File: src/rtl/sram_outq_pkg.sv
package sram_outq_pkg;

  typedef enum logic [1:0] {
    CMD_DESEL = 2'b00,
    CMD_READ  = 2'b01,
    CMD_WRITE = 2'b10,
    CMD_SPARE = 2'b11
  } cmd_e;

  function automatic logic cmd_is_read(input cmd_e c);
    return c == CMD_READ;
  endfunction

  function automatic logic cmd_is_write(input cmd_e c);
    return c == CMD_WRITE;
  endfunction

  function automatic logic cmd_is_desel(input cmd_e c);
    return (c != CMD_READ) && (c != CMD_WRITE);
  endfunction

endpackage

File: src/rtl/sram_outq_rst_sync.sv
module sram_outq_rst_sync #(
  parameter int STAGES = 2
) (
  input  logic clk,
  input  logic rst_n_in,
  output logic rst_n_out
);

  logic [STAGES-1:0] sync_q;
  logic [STAGES-1:0] sync_d;

  always_comb begin
    sync_d = {sync_q[STAGES-2:0], 1'b1};
  end

  always_ff @(posedge clk or negedge rst_n_in) begin
    if (!rst_n_in) sync_q <= '0;
    else           sync_q <= sync_d;
  end

  assign rst_n_out = sync_q[STAGES-1];

endmodule

File: src/rtl/sram_outq_flag.sv
module sram_outq_flag (
  input  logic clk,
  input  logic rst_n,
  input  logic hold,
  input  logic rd_now,
  output logic drv_q
);

  logic drv_d;

  always_comb begin
    drv_d = drv_q;
    if (!hold) drv_d = rd_now;
  end

  always_ff @(posedge clk or negedge rst_n) begin
    if (!rst_n) drv_q <= 1'b0;
    else        drv_q <= drv_d;
  end

  // the drive flag keeps its value across a sleep cycle
  p_flag_hold_r8: assert property (@(posedge clk) disable iff (!rst_n)
    $past(hold) |-> drv_q == $past(drv_q));

endmodule

File: src/rtl/sram_outq_dreg.sv
module sram_outq_dreg #(
  parameter int LANES  = 2,
  parameter int LANE_W = 9
) (
  input  logic                    clk,
  input  logic                    rst_n,
  input  logic                    cap_en,
  input  logic [LANES*LANE_W-1:0] din,
  output logic [LANES*LANE_W-1:0] dout
);

  localparam int DW = LANES * LANE_W;

  for (genvar g = 0; g < LANES; g++) begin : g_lane
    logic [LANE_W-1:0] lane_q;
    logic [LANE_W-1:0] lane_d;

    always_comb begin
      lane_d = lane_q;
      if (cap_en) lane_d = din[g*LANE_W +: LANE_W];
    end

    always_ff @(posedge clk or negedge rst_n) begin
      if (!rst_n) lane_q <= '0;
      else        lane_q <= lane_d;
    end

    assign dout[g*LANE_W +: LANE_W] = lane_q;
  end

  // a captured word is what the register presents on the next cycle
  p_capture_r2: assert property (@(posedge clk) disable iff (!rst_n)
    cap_en |=> dout == $past(din));

  // without a capture the held word does not move
  p_keep_r8: assert property (@(posedge clk) disable iff (!rst_n)
    !cap_en |=> $stable(dout));

  logic [DW-1:0] unused_w;
  assign unused_w = '0;

endmodule

File: src/rtl/sram_outq.sv
module sram_outq
  import sram_outq_pkg::*;
#(
  parameter int LANES  = 2,
  parameter int LANE_W = 9
) (
  input  logic                    clk,
  input  logic                    rst_n,
  input  logic [LANES*LANE_W-1:0] core_rdata,
  input  logic [1:0]              cmd_kind,
  input  logic                    pipe_mode,
  input  logic                    single_desel,
  input  logic                    oe_n,
  input  logic                    sleep,
  output logic [LANES*LANE_W-1:0] dq_out,
  output logic                    dq_oe
);

  localparam int DW = LANES * LANE_W;

  cmd_e          cmd;
  logic          rst_q_n;
  logic          is_rd, is_wr, is_ds;
  logic          drv_q;
  logic [DW-1:0] dat_q;
  logic          stage_ok;
  logic [DW-1:0] src;

  assign cmd   = cmd_e'(cmd_kind);
  assign is_rd = cmd_is_read(cmd);
  assign is_wr = cmd_is_write(cmd);
  assign is_ds = cmd_is_desel(cmd);

  sram_outq_rst_sync #(.STAGES(2)) u_rst (
    .clk       (clk),
    .rst_n_in  (rst_n),
    .rst_n_out (rst_q_n)
  );

  sram_outq_flag u_flag (
    .clk    (clk),
    .rst_n  (rst_q_n),
    .hold   (sleep),
    .rd_now (is_rd),
    .drv_q  (drv_q)
  );

  sram_outq_dreg #(.LANES(LANES), .LANE_W(LANE_W)) u_dreg (
    .clk    (clk),
    .rst_n  (rst_q_n),
    .cap_en (is_rd & ~sleep),
    .din    (core_rdata),
    .dout   (dat_q)
  );

  // Registered path: flag from the previous read, cut early by a
  // single-cycle deselect. Flow path: the current command alone.
  always_comb begin
    if (pipe_mode) begin
      stage_ok = drv_q & ~(single_desel & is_ds);
      src      = dat_q;
    end else begin
      stage_ok = is_rd;
      src      = core_rdata;
    end
  end

  assign dq_oe  = ~oe_n & ~sleep & ~is_wr & stage_ok;
  assign dq_out = dq_oe ? src : '0;

  // Guard for checks that look one cycle back
  logic past_ok;
  always_ff @(posedge clk or negedge rst_q_n) begin
    if (!rst_q_n) past_ok <= 1'b0;
    else          past_ok <= 1'b1;
  end

  p_pipe_lat_r2: assert property (@(posedge clk) disable iff (!rst_q_n)
    past_ok && pipe_mode && $past(is_rd && !sleep) && is_rd && !oe_n && !sleep
    |-> dq_oe && dq_out == $past(core_rdata));

  p_flow_r3: assert property (@(posedge clk) disable iff (!rst_q_n)
    !pipe_mode && is_rd && !oe_n && !sleep |-> dq_oe && dq_out == core_rdata);

  p_dcd_hold_r4: assert property (@(posedge clk) disable iff (!rst_q_n)
    past_ok && pipe_mode && !single_desel && $past(is_rd && !sleep) && is_ds
    && !oe_n && !sleep |-> dq_oe);

  p_scd_cut_r5: assert property (@(posedge clk) disable iff (!rst_q_n)
    pipe_mode && single_desel && is_ds |-> !dq_oe);

  p_write_quiet_r6: assert property (@(posedge clk) disable iff (!rst_q_n)
    is_wr |-> !dq_oe);

  p_oe_gate_r7: assert property (@(posedge clk) disable iff (!rst_q_n)
    oe_n |-> !dq_oe);

  p_sleep_off_r8: assert property (@(posedge clk) disable iff (!rst_q_n)
    sleep |-> !dq_oe);

  p_zero_idle_r9: assert property (@(posedge clk) disable iff (!rst_q_n)
    !dq_oe |-> dq_out == '0);

endmodule

File: config.mk
export PLATFORM = sky130hd
export DESIGN_NAME = sram_outq
export DESIGN_NICKNAME = d
export VERILOG_FILES = /design/src/rtl/sram_outq_pkg.sv /design/src/rtl/sram_outq_rst_sync.sv /design/src/rtl/sram_outq_flag.sv /design/src/rtl/sram_outq_dreg.sv /design/src/rtl/sram_outq.sv
export SDC_FILE = /design/constraint.sdc
export NUM_CORES = 1
export LEC_CHECK = 0
export ABC_CLOCK_PERIOD_IN_PS = 2420
export BUFFER_PORTS_ARGS = -buffer_cell sky130_fd_sc_hd__clkbuf_2
export CORE_AREA = 2 2 53 55
export CTS_CLUSTER_DIAMETER = 40
export CTS_CLUSTER_SIZE = 12
export DETAILED_ROUTE_END_ITERATION = 16
export DIE_AREA = 0 0 55 57
export GPL_ROUTABILITY_DRIVEN = 0
export GPL_TIMING_DRIVEN = 0
export PLACE_DENSITY = 0.88
export SLEW_MARGIN = 0
export SYNTH_ARGS = -nofsm -noshare
export SYNTH_HDL_FRONTEND = slang
export SYNTH_SLANG_ARGS = --single-unit
File: constraint.sdc
create_clock -name clk -period 2.42 [get_ports clk]
set_input_delay 0.242 -clock clk [delete_from_list [all_inputs] [get_ports clk]]
set_output_delay 0.242 -clock clk [all_outputs]
set_load 0.02 [all_outputs]
==> results of run 1 <==
worst max path at each step:
stage                             to  slack (ps)
after floorplan            dq_out[0]         180
after global placement    dq_out[16]         390
after detailed placement  dq_out[10]         370
after CTS                 dq_out[10]         310
after global routing      dq_out[16]         220
final                     dq_out[16]         310
layer usage:
layer,vias up,part of all wire
met5,-,0
met4,0,0
met3,0,0.060
met2,32,0.51
met1,498,0.43
li1,485,-
sequential cells by signal, summed over array words and instances, names as in the netlist:
register and cells:
u_dreg.g_lane.lane_q 18, u_flag.drv_q 1, u_rst.sync_q 2
cell usage in the layout, fill, tap and decap left out:
cell type,instances
sky130_fd_sc_hd__clkbuf_2,44
sky130_fd_sc_hd__dfrtp_1,21
sky130_fd_sc_hd__mux2i_1,18
sky130_fd_sc_hd__mux2_2,18
sky130_fd_sc_hd__a2111oi_2,9
sky130_fd_sc_hd__a2111oi_0,7
sky130_fd_sc_hd__buf_6,4
sky130_fd_sc_hd__buf_2,4
sky130_fd_sc_hd__clkbuf_4,3
sky130_fd_sc_hd__inv_1,2
sky130_fd_sc_hd__nand2_1,2
sky130_fd_sc_hd__ha_1,2
sky130_fd_sc_hd__buf_1,1
sky130_fd_sc_hd__a21bo_2,1
sky130_fd_sc_hd__buf_4,1
sky130_fd_sc_hd__or3_1,1
sky130_fd_sc_hd__nor2_1,1
sky130_fd_sc_hd__a211oi_1,1
sky130_fd_sc_hd__buf_8,1
sky130_fd_sc_hd__a2111oi_4,1
sky130_fd_sc_hd__a2111oi_1,1
sky130_fd_sc_hd__nand2b_1,1
sky130_fd_sc_hd__clkinv_2,1
sky130_fd_sc_hd__dlygate4sd3_1,1
sky130_fd_sc_hd__conb_1,1
metrics by stage:
| stage | cells | cell area [µm²] | utilization | total power [W] | setup WS [ps] |
|---|---|---|---|---|---|
| finish | 178 | 1610 | 0.615 | 0.000836 | 312 |
| global route | 178 | 1610 | 0.615 | 0.000886 | 224 |
| CTS | 178 | 1610 | 0.615 | 0.000843 | 313 |
| detailed placement | 173 | 1570 | 0.600 | 0.000674 | 368 |
| global placement | 173 | 1570 | 0.600 | 0.000654 | 395 |
| floorplan | 98 | 1310 | - | 0.000602 | 179 |
power by group through the flow:
stage | registers, W | logic (W) | clock network (W)
3_3_place_gp | 0.000447 | 0.000207 | 0
2_1_floorplan | 0.000441 | 0.000161 | 0
4_1_cts | 0.000446 | 0.000222 | 0.000175
5_1_grt | 0.000454 | 0.000236 | 0.000196
6_report | 0.000446 | 0.000219 | 0.000170
3_5_place_dp | 0.000454 | 0.000220 | 0
cell type report:
cell class	instances	area [µm²]	share of cell area
timing repair buffer	45	230	0.143
tap	31	38.8	0.0241
multi-input combinational	64	687	0.427
inverter	2	7.51	0.00467
clock buffer	3	22.5	0.0140
sequential	21	526	0.327
clock inverter	1	5.00	0.00311
buffer	11	91.3	0.0568
cell families after synthesis:
logic type	after synthesis
other cells	1
mux	36
buf+inv	13
simple gates	5
flops	21
compound gates	20
fa+ha+maj	2
==> tab_implementation.tex, run 1 <==
\begin{tabular}{lr}
\hline
Metric & Value \\
\hline
\multicolumn{2}{l}{\textbf{GRT}} \\
\quad Remaining global-route overflow & 0 \\
\quad Initial antenna violation count & 0 \\
\quad Global-route track usage on met3 & 0.0340 \\
\quad Pin count of the biggest net entering global routing & 20 \\
\quad Global-route layer with the greatest usage & met2 \\
\quad Met2 track demand over resource & 0.338 \\
\quad Global-route met1 utilization & 0.243 \\
\quad Wire length of the first global-routing pass & 4.54 mm \\
\quad Total routing usage reported by global routing & 0.192 \\
\quad Via count of the first global-routing pass & 1048 \\
\multicolumn{2}{l}{\textbf{Route}} \\
\quad Total wire length after detailed routing & 2.83 mm \\
\quad DRT antenna net count & 0 \\
\quad DR vias & 1015 \\
\quad Detailed-route wire length per cell & 15.9 µm \\
\quad Initial DRC Count & 7 \\
\quad Remaining DRCs & 0 \\
\quad First-pass iteration count of the detailed router & 3 \\
\quad Post-detailed-route via-to-cell ratio & 5.70 \\
\multicolumn{2}{l}{\textbf{Synth}} \\
\quad Yosys warning total & 0 \\
\quad Synth area leader & sky130\_fd\_sc\_hd\_\_dfrtp\_1 \\
\quad Syn nets & 126 \\
\quad Mux share of post-synthesis cell area & 0.292 \\
\quad Number of synthesized flops with an enable pin & 0 \\
\quad Post-synthesis cell type count & 21 \\
\quad Most common cell in the synthesized netlist & sky130\_fd\_sc\_hd\_\_dfrtp\_1 \\
\quad Main combinational cell family by area after synthesis & multiplexers \\
\quad Summed instance area of the synthesized netlist & 1310 µm² \\
\quad Async SR Flop Fraction & 1.00 \\
\quad Average cell area after synthesis & 13.4 µm² \\
\quad Area fraction of the dominant cell type after synthesis & 0.401 \\
\quad Sequential area share after synthesis & 0.401 \\
\quad Most used flip-flop cell after synthesis & sky130\_fd\_sc\_hd\_\_dfrtp\_1 \\
\quad Share of the synthesized netlist area taken by xor and xnor gates & 0 \\
\quad Flip-flop and latch count after synthesis & 21 \\
\quad Post-synthesis compound-gate area fraction & 0.192 \\
\quad Number of instances in the synthesized netlist & 98 \\
\quad Most frequent cells after synthesis & 21 x sky130\_fd\_sc\_hd\_\_dfrtp\_1, 18 x sky130\_fd\_sc\_hd\_\_mux2\_2, 18 x sky130\_fd\_sc\_hd\_\_mux2i\_1 \\
\quad Post-synthesis simple-gate area fraction & 0.0181 \\
\quad Adder-cell share of the synthesized area & 0.0191 \\
\quad Top cells by area in the synthesized netlist & sky130\_fd\_sc\_hd\_\_dfrtp\_1 40\%, sky130\_fd\_sc\_hd\_\_mux2\_2 15\%, sky130\_fd\_sc\_hd\_\_mux2i\_1 14\% \\
\multicolumn{2}{l}{\textbf{Worst setup path}} \\
\quad Crit Path Class & reg -> out \\
\quad Maximum net fanout on the critical path & 10 \\
\quad Slack of the worst reg-to-reg path & 1610 ps \\
\quad Critical Path Start Type & register \\
\quad Worst reg2reg path startpoint & u\_rst.sync\_q[1]\$\_DFF\_PN0\_ \\
\quad Worst reg2reg path endpoint & u\_dreg.g\_lane[1].lane\_q[7]\$\_DFFE\_PN0P\_ \\
\quad Worst reg-to-reg path cell count & 0 \\
\quad Cell with the largest stage delay on the worst path & sky130\_fd\_sc\_hd\_\_a2111oi\_2 \\
\quad Instance count on the critical path & 5 \\
\quad Data required time of the worst path & 2180 ps \\
\quad Data arrival time at the worst-slack endpoint & 1870 ps \\
\quad Crit-path max cell delay & 410 ps \\
\quad Cell Chain, Critical Path & a21bo\_2, buf\_6, buf\_4, a2111oi\_2, clkbuf\_2 \\
\quad Origin of the worst setup path & u\_flag.drv\_q\$\_DFFE\_PN0N\_ \\
\quad Number of buffer and inverter instances along the worst setup path & 3 \\
\quad Critical path endpoint category & output port \\
\quad Delay-heaviest family, CP & compound AO/OA/AOI/OAI gates \\
\multicolumn{2}{l}{\textbf{Layout}} \\
\quad Layout Area Growth over Synthesis & 22.6\% \\
\quad Fraction of layout instances using a drive strength above 1 & 0.592 \\
\quad Final layout net count & 176 \\
\quad Number of diodes added for antenna fixing & 0 \\
\quad Filler instances & 239 \\
\multicolumn{2}{l}{\textbf{Floorplan}} \\
\quad Die Wd & 55 µm \\
\quad Standard-cell row count & 19 \\
\quad Boundary Pins & 45 \\
\quad Core region area & 2620 µm² \\
\quad Floorplan die height & 57 µm \\
\quad Die area & 3140 µm² \\
\quad Effective utilization at floorplan & 0.501 \\
\multicolumn{2}{l}{\textbf{Clocking}} \\
\quad Clock-pin slew of the registers on the worst-case setup and hold paths & 120 ps \\
\quad Clock tree from TritonCTS & yes \\
\quad CTS Buffer Depth & 2 \\
\quad Clock latency of the later-clocked register in the worst-skew pair & 300 ps \\
\quad H-tree level count & 1 \\
\quad Number of buffers inserted by hold repair at cts & 1 \\
\quad Post-CTS resize count & 0 \\
\quad Setup Fix Bufs, Post-CTS & 0 \\
\quad CTS Root Buffer Type & sky130\_fd\_sc\_hd\_\_clkbuf\_4 \\
\quad TritonCTS Buffers & 3 \\
\quad CTS sink cnt & 21 \\
\multicolumn{2}{l}{\textbf{Timing}} \\
\quad Worst hold slack & 180 ps \\
\quad Worst slew margin & 0.486 \\
\quad Number of hold violations in the final report & 0 \\
\quad Final number of max-transition violations & 0 \\
\quad TNS Setup & 0 ps \\
\quad Final setup skew & 4.20 ps \\
\quad Setup repair after global routing missed its margin & no \\
\quad Time the final worst path needs with I/O delays and setup & 2110 ps \\
\quad Slew at the pin with the worst max-slew slack & 771 ps \\
\quad Setup-failing EPs final & 0 \\
\quad Achievable clock frequency & 474 MHz \\
\quad Post-route clock period utilization & 0.871 \\
\multicolumn{2}{l}{\textbf{Placed design}} \\
\quad Total half-perimeter wirelength after legalization and detailed placement & 2.21 mm \\
\quad Number of buffers added on ports & 44 \\
\multicolumn{2}{l}{\textbf{Pwr}} \\
\quad Logic gate share of total power & 0.263 \\
\quad Cell Pwr Density & 520 nW/µm² \\
\quad Fraction of power consumed by sequential logic & 0.534 \\
\quad Net switching component of the power & 0.000253 W \\
\quad Clock share of power & 0.204 \\
\quad Leakage Power & 0.753 nW \\
\quad Internal power & 0.000583 W \\
\quad Max rail drop VDD & 527 µV \\
\quad Fraction of power spent switching nets & 0.302 \\
\multicolumn{2}{l}{\textbf{Worst hold path}} \\
\quad Hold WC Path Type & in -> reg \\
\quad Hold EP & u\_dreg.g\_lane[1].lane\_q[3]\$\_DFFE\_PN0P\_ \\
\quad Count of cells along the worst hold path & 2 \\
\quad Hold Crit Start & core\_rdata[12] \\
\multicolumn{2}{l}{\textbf{Run}} \\
\quad Total of max-cap violations & 0 \\
\multicolumn{2}{l}{\textbf{Run status}} \\
\quad Status & complete, no violations \\
\hline
\end{tabular}
Power figures use the tool's default switching activity.
==> run 2, diff against run 1 <==
--- a/config.mk
+++ b/config.mk
@@ -7,14 +7,14 @@
 export LEC_CHECK = 0
 export ABC_CLOCK_PERIOD_IN_PS = 2420
 export BUFFER_PORTS_ARGS = -buffer_cell sky130_fd_sc_hd__clkbuf_2
-export CORE_AREA = 2 2 53 55
+export CORE_AREA = 2 2 61 63
 export CTS_CLUSTER_DIAMETER = 40
 export CTS_CLUSTER_SIZE = 12
 export DETAILED_ROUTE_END_ITERATION = 16
-export DIE_AREA = 0 0 55 57
+export DIE_AREA = 0 0 63 65
 export GPL_ROUTABILITY_DRIVEN = 0
 export GPL_TIMING_DRIVEN = 0
-export PLACE_DENSITY = 0.88
+export PLACE_DENSITY = 0.7
 export SLEW_MARGIN = 0
 export SYNTH_ARGS = -nofsm -noshare
 export SYNTH_HDL_FRONTEND = slang
==> run 2 against run 1 <==
- fmax barely moved
- design area increased by 1.2%
- clock power is essentially flat
- count of clock-buffer cells in the layout rose by 1
- sequential power is essentially flat
- non-clock buffer count unchanged
- cell count rose by 9.6%
- worst hold slack worse by 26 ps
- setup slack improved by 1.8 ps
- critical path depth did not move
==> tab_implementation.tex, run 2 (synthesis gave the netlist of run 1 again) <==
\begin{tabular}{lr}
\hline
Metric & Value \\
\hline
\multicolumn{2}{l}{\textbf{Run status}} \\
\quad Status & complete, no violations \\
\multicolumn{2}{l}{\textbf{GRT}} \\
\quad Via count of the first global-routing pass & 1003 \\
\quad Initial antenna violation count & 0 \\
\quad Remaining global-route overflow & 0 \\
\quad Total routing usage reported by global routing & 0.141 \\
\quad Wire length of the first global-routing pass & 4.51 mm \\
\quad Pin count of the biggest net entering global routing & 20 \\
\multicolumn{2}{l}{\textbf{Floorplan}} \\
\quad Floorplan die height & 65 µm \\
\quad Effective utilization at floorplan & 0.375 \\
\quad Die Wd & 63 µm \\
\quad Core region area & 3500 µm² \\
\quad Standard-cell row count & 22 \\
\quad Die area & 4100 µm² \\
\quad Boundary Pins & 45 \\
\multicolumn{2}{l}{\textbf{Clocking}} \\
\quad CTS Buffer Depth & 2 \\
\quad TritonCTS Buffers & 3 \\
\quad CTS Root Buffer Type & sky130\_fd\_sc\_hd\_\_clkbuf\_4 \\
\quad H-tree level count & 1 \\
\quad Clock latency of the later-clocked register in the worst-skew pair & 300 ps \\
\quad Setup Fix Bufs, Post-CTS & 0 \\
\quad CTS sink cnt & 21 \\
\quad Clock-pin slew of the registers on the worst-case setup and hold paths & 110 ps \\
\quad Clock tree from TritonCTS & yes \\
\multicolumn{2}{l}{\textbf{Timing}} \\
\quad TNS Setup & 0 ps \\
\quad Worst hold slack & 154 ps \\
\quad Setup repair after global routing missed its margin & no \\
\quad Time the final worst path needs with I/O delays and setup & 2110 ps \\
\quad Achievable clock frequency & 475 MHz \\
\quad Setup-failing EPs final & 0 \\
\quad Slew at the pin with the worst max-slew slack & 751 ps \\
\quad Number of hold violations in the final report & 0 \\
\quad Final setup skew & 2.51 ps \\
\quad Worst slew margin & 0.500 \\
\quad Final number of max-transition violations & 0 \\
\quad Post-route clock period utilization & 0.871 \\
\multicolumn{2}{l}{\textbf{Layout}} \\
\quad Commonest non-fill, non-tap cells in the layout & 44 x sky130\_fd\_sc\_hd\_\_clkbuf\_2, 21 x sky130\_fd\_sc\_hd\_\_dfrtp\_1, 18 x sky130\_fd\_sc\_hd\_\_mux2i\_1, 18 x sky130\_fd\_sc\_hd\_\_mux2\_2, 9 x sky130\_fd\_sc\_hd\_\_a2111oi\_2 \\
\quad Final layout net count & 176 \\
\quad Register name with the most flops & u\_dreg.g\_lane.lane\_q \\
\quad Most common cell after layout, fill and taps aside & sky130\_fd\_sc\_hd\_\_clkbuf\_2 \\
\quad Largest registers & u\_dreg.g\_lane.lane\_q (18), u\_rst.sync\_q (2), u\_flag.drv\_q (1) \\
\quad Number of diodes added for antenna fixing & 0 \\
\quad Fraction of layout instances using a drive strength above 1 & 0.585 \\
\quad Flip-flop count of the largest register, all copies and words added & 18 \\
\quad Post-route standard cell area excluding fillers & 1630 µm² \\
\quad Final Core Density & 0.466 \\
\quad Layout Area Growth over Synthesis & 24.1\% \\
\multicolumn{2}{l}{\textbf{Pwr}} \\
\quad Overall power of the completed layout & 0.000827 W \\
\quad Net switching component of the power & 0.000242 W \\
\quad Logic gate share of total power & 0.260 \\
\quad Max rail drop VDD & 204 µV \\
\quad Clock share of power & 0.202 \\
\quad Fraction of power spent switching nets & 0.292 \\
\quad Leakage Power & 0.750 nW \\
\quad Internal power & 0.000586 W \\
\quad Cell Pwr Density & 508 nW/µm² \\
\quad Fraction of power consumed by sequential logic & 0.538 \\
\multicolumn{2}{l}{\textbf{Worst setup path}} \\
\quad Crit Path Class & reg -> out \\
\quad Maximum net fanout on the critical path & 10 \\
\quad Data arrival time at the worst-slack endpoint & 1860 ps \\
\quad Data required time of the worst path & 2180 ps \\
\quad Critical Path Start Type & register \\
\quad Critical path endpoint category & output port \\
\multicolumn{2}{l}{\textbf{Route}} \\
\quad Initial DRC Count & 14 \\
\quad First-pass iteration count of the detailed router & 4 \\
\quad DR vias & 1004 \\
\quad Total wire length after detailed routing & 2.68 mm \\
\quad DRT antenna net count & 0 \\
\quad Remaining DRCs & 0 \\
\quad Post-detailed-route via-to-cell ratio & 5.15 \\
\quad Detailed-route wire length per cell & 13.7 µm \\
\multicolumn{2}{l}{\textbf{Placed design}} \\
\quad Total cell area at the placement stage & 1590 µm² \\
\quad Total half-perimeter wirelength after legalization and detailed placement & 2.07 mm \\
\quad Number of buffers added on ports & 44 \\
\multicolumn{2}{l}{\textbf{Run}} \\
\quad Total of max-cap violations & 0 \\
\multicolumn{2}{l}{\textbf{Worst hold path}} \\
\quad Hold WC Path Type & in -> reg \\
\hline
\end{tabular}
[run 2: through the flow]
| stage | instances | setup WS, ps |
|---|---|---|
| final | 195 | 313 |
| after global routing | 195 | 224 |
| after CTS | 195 | 312 |
| after detailed placement | 190 | 368 |
| after global placement | 190 | 374 |
| after floorplan | 98 | 179 |
[run 2: worst paths after layout]
kind,from,to,slack [ps],depth (start not counted)
max,u_flag.drv_q$_DFFE_PN0N_,dq_out[16],310,5
min,sleep,u_flag.drv_q$_DFFE_PN0N_,150,3
max reg2reg,u_rst.sync_q[1]$_DFF_PN0_,u_dreg.g_lane[0].lane_q[4]$_DFFE_PN0P_,1630,0
min reg2reg,u_rst.sync_q[1]$_DFF_PN0_,u_dreg.g_lane[1].lane_q[6]$_DFFE_PN0P_,320,0
max in group asynchronous,u_rst.sync_q[1]$_DFF_PN0_,u_dreg.g_lane[0].lane_q[4]$_DFFE_PN0P_,1630,0
min in group asynchronous,rst_n,u_rst.sync_q[1]$_DFF_PN0_,230,2
[run 2: power by group through the flow]
stage | Clock [W] | Combinational (W) | Sequential (W)
after detailed placement | 0 | 0.000217 | 0.000452
after CTS | 0.000174 | 0.000218 | 0.000446
after floorplan | 0 | 0.000161 | 0.000441
after global placement | 0 | 0.000208 | 0.000447
final | 0.000168 | 0.000215 | 0.000445
after global routing | 0.000190 | 0.000236 | 0.000454
[run 2: critical path: stages, from the launching register on]
cell and delay (ps):
sky130_fd_sc_hd__dfrtp_1 360, sky130_fd_sc_hd__a21bo_2 230, sky130_fd_sc_hd__buf_6 130, sky130_fd_sc_hd__buf_4 190, sky130_fd_sc_hd__a2111oi_2 410, sky130_fd_sc_hd__clkbuf_2 230
[run 2: repair_timing]
item / 4_1_cts / 5_1_grt
setup endpoints to repair: 0 / 0
resized for setup: 0 / 0
hold endpoints to repair: 2 / 0
hold buffers: 1 / 0
[run 2: final cells by class]
| type | count | area [µm²] |
|---|---|---|
| plain buffers | 11 | 91.3 |
| repair buffers | 45 | 230 |
| well taps | 48 | 60.1 |
| inverters | 2 | 7.51 |
| multi-input cells | 64 | 687 |
| clock buffers | 4 | 26.3 |
| fillers | 340 | 1870 |
| flip-flops and latches | 21 | 526 |
[run 2: per-layer routing]
metal	global-route usage	up-vias	share of wire	routed length, µm
met5	0	-	0	0
met4	0.0750	0	0.028	74
met3	0.0313	8	0.047	125
met2	0.246	26	0.51	1370
met1	0.162	488	0.41	1110
li1	-	482	-	-
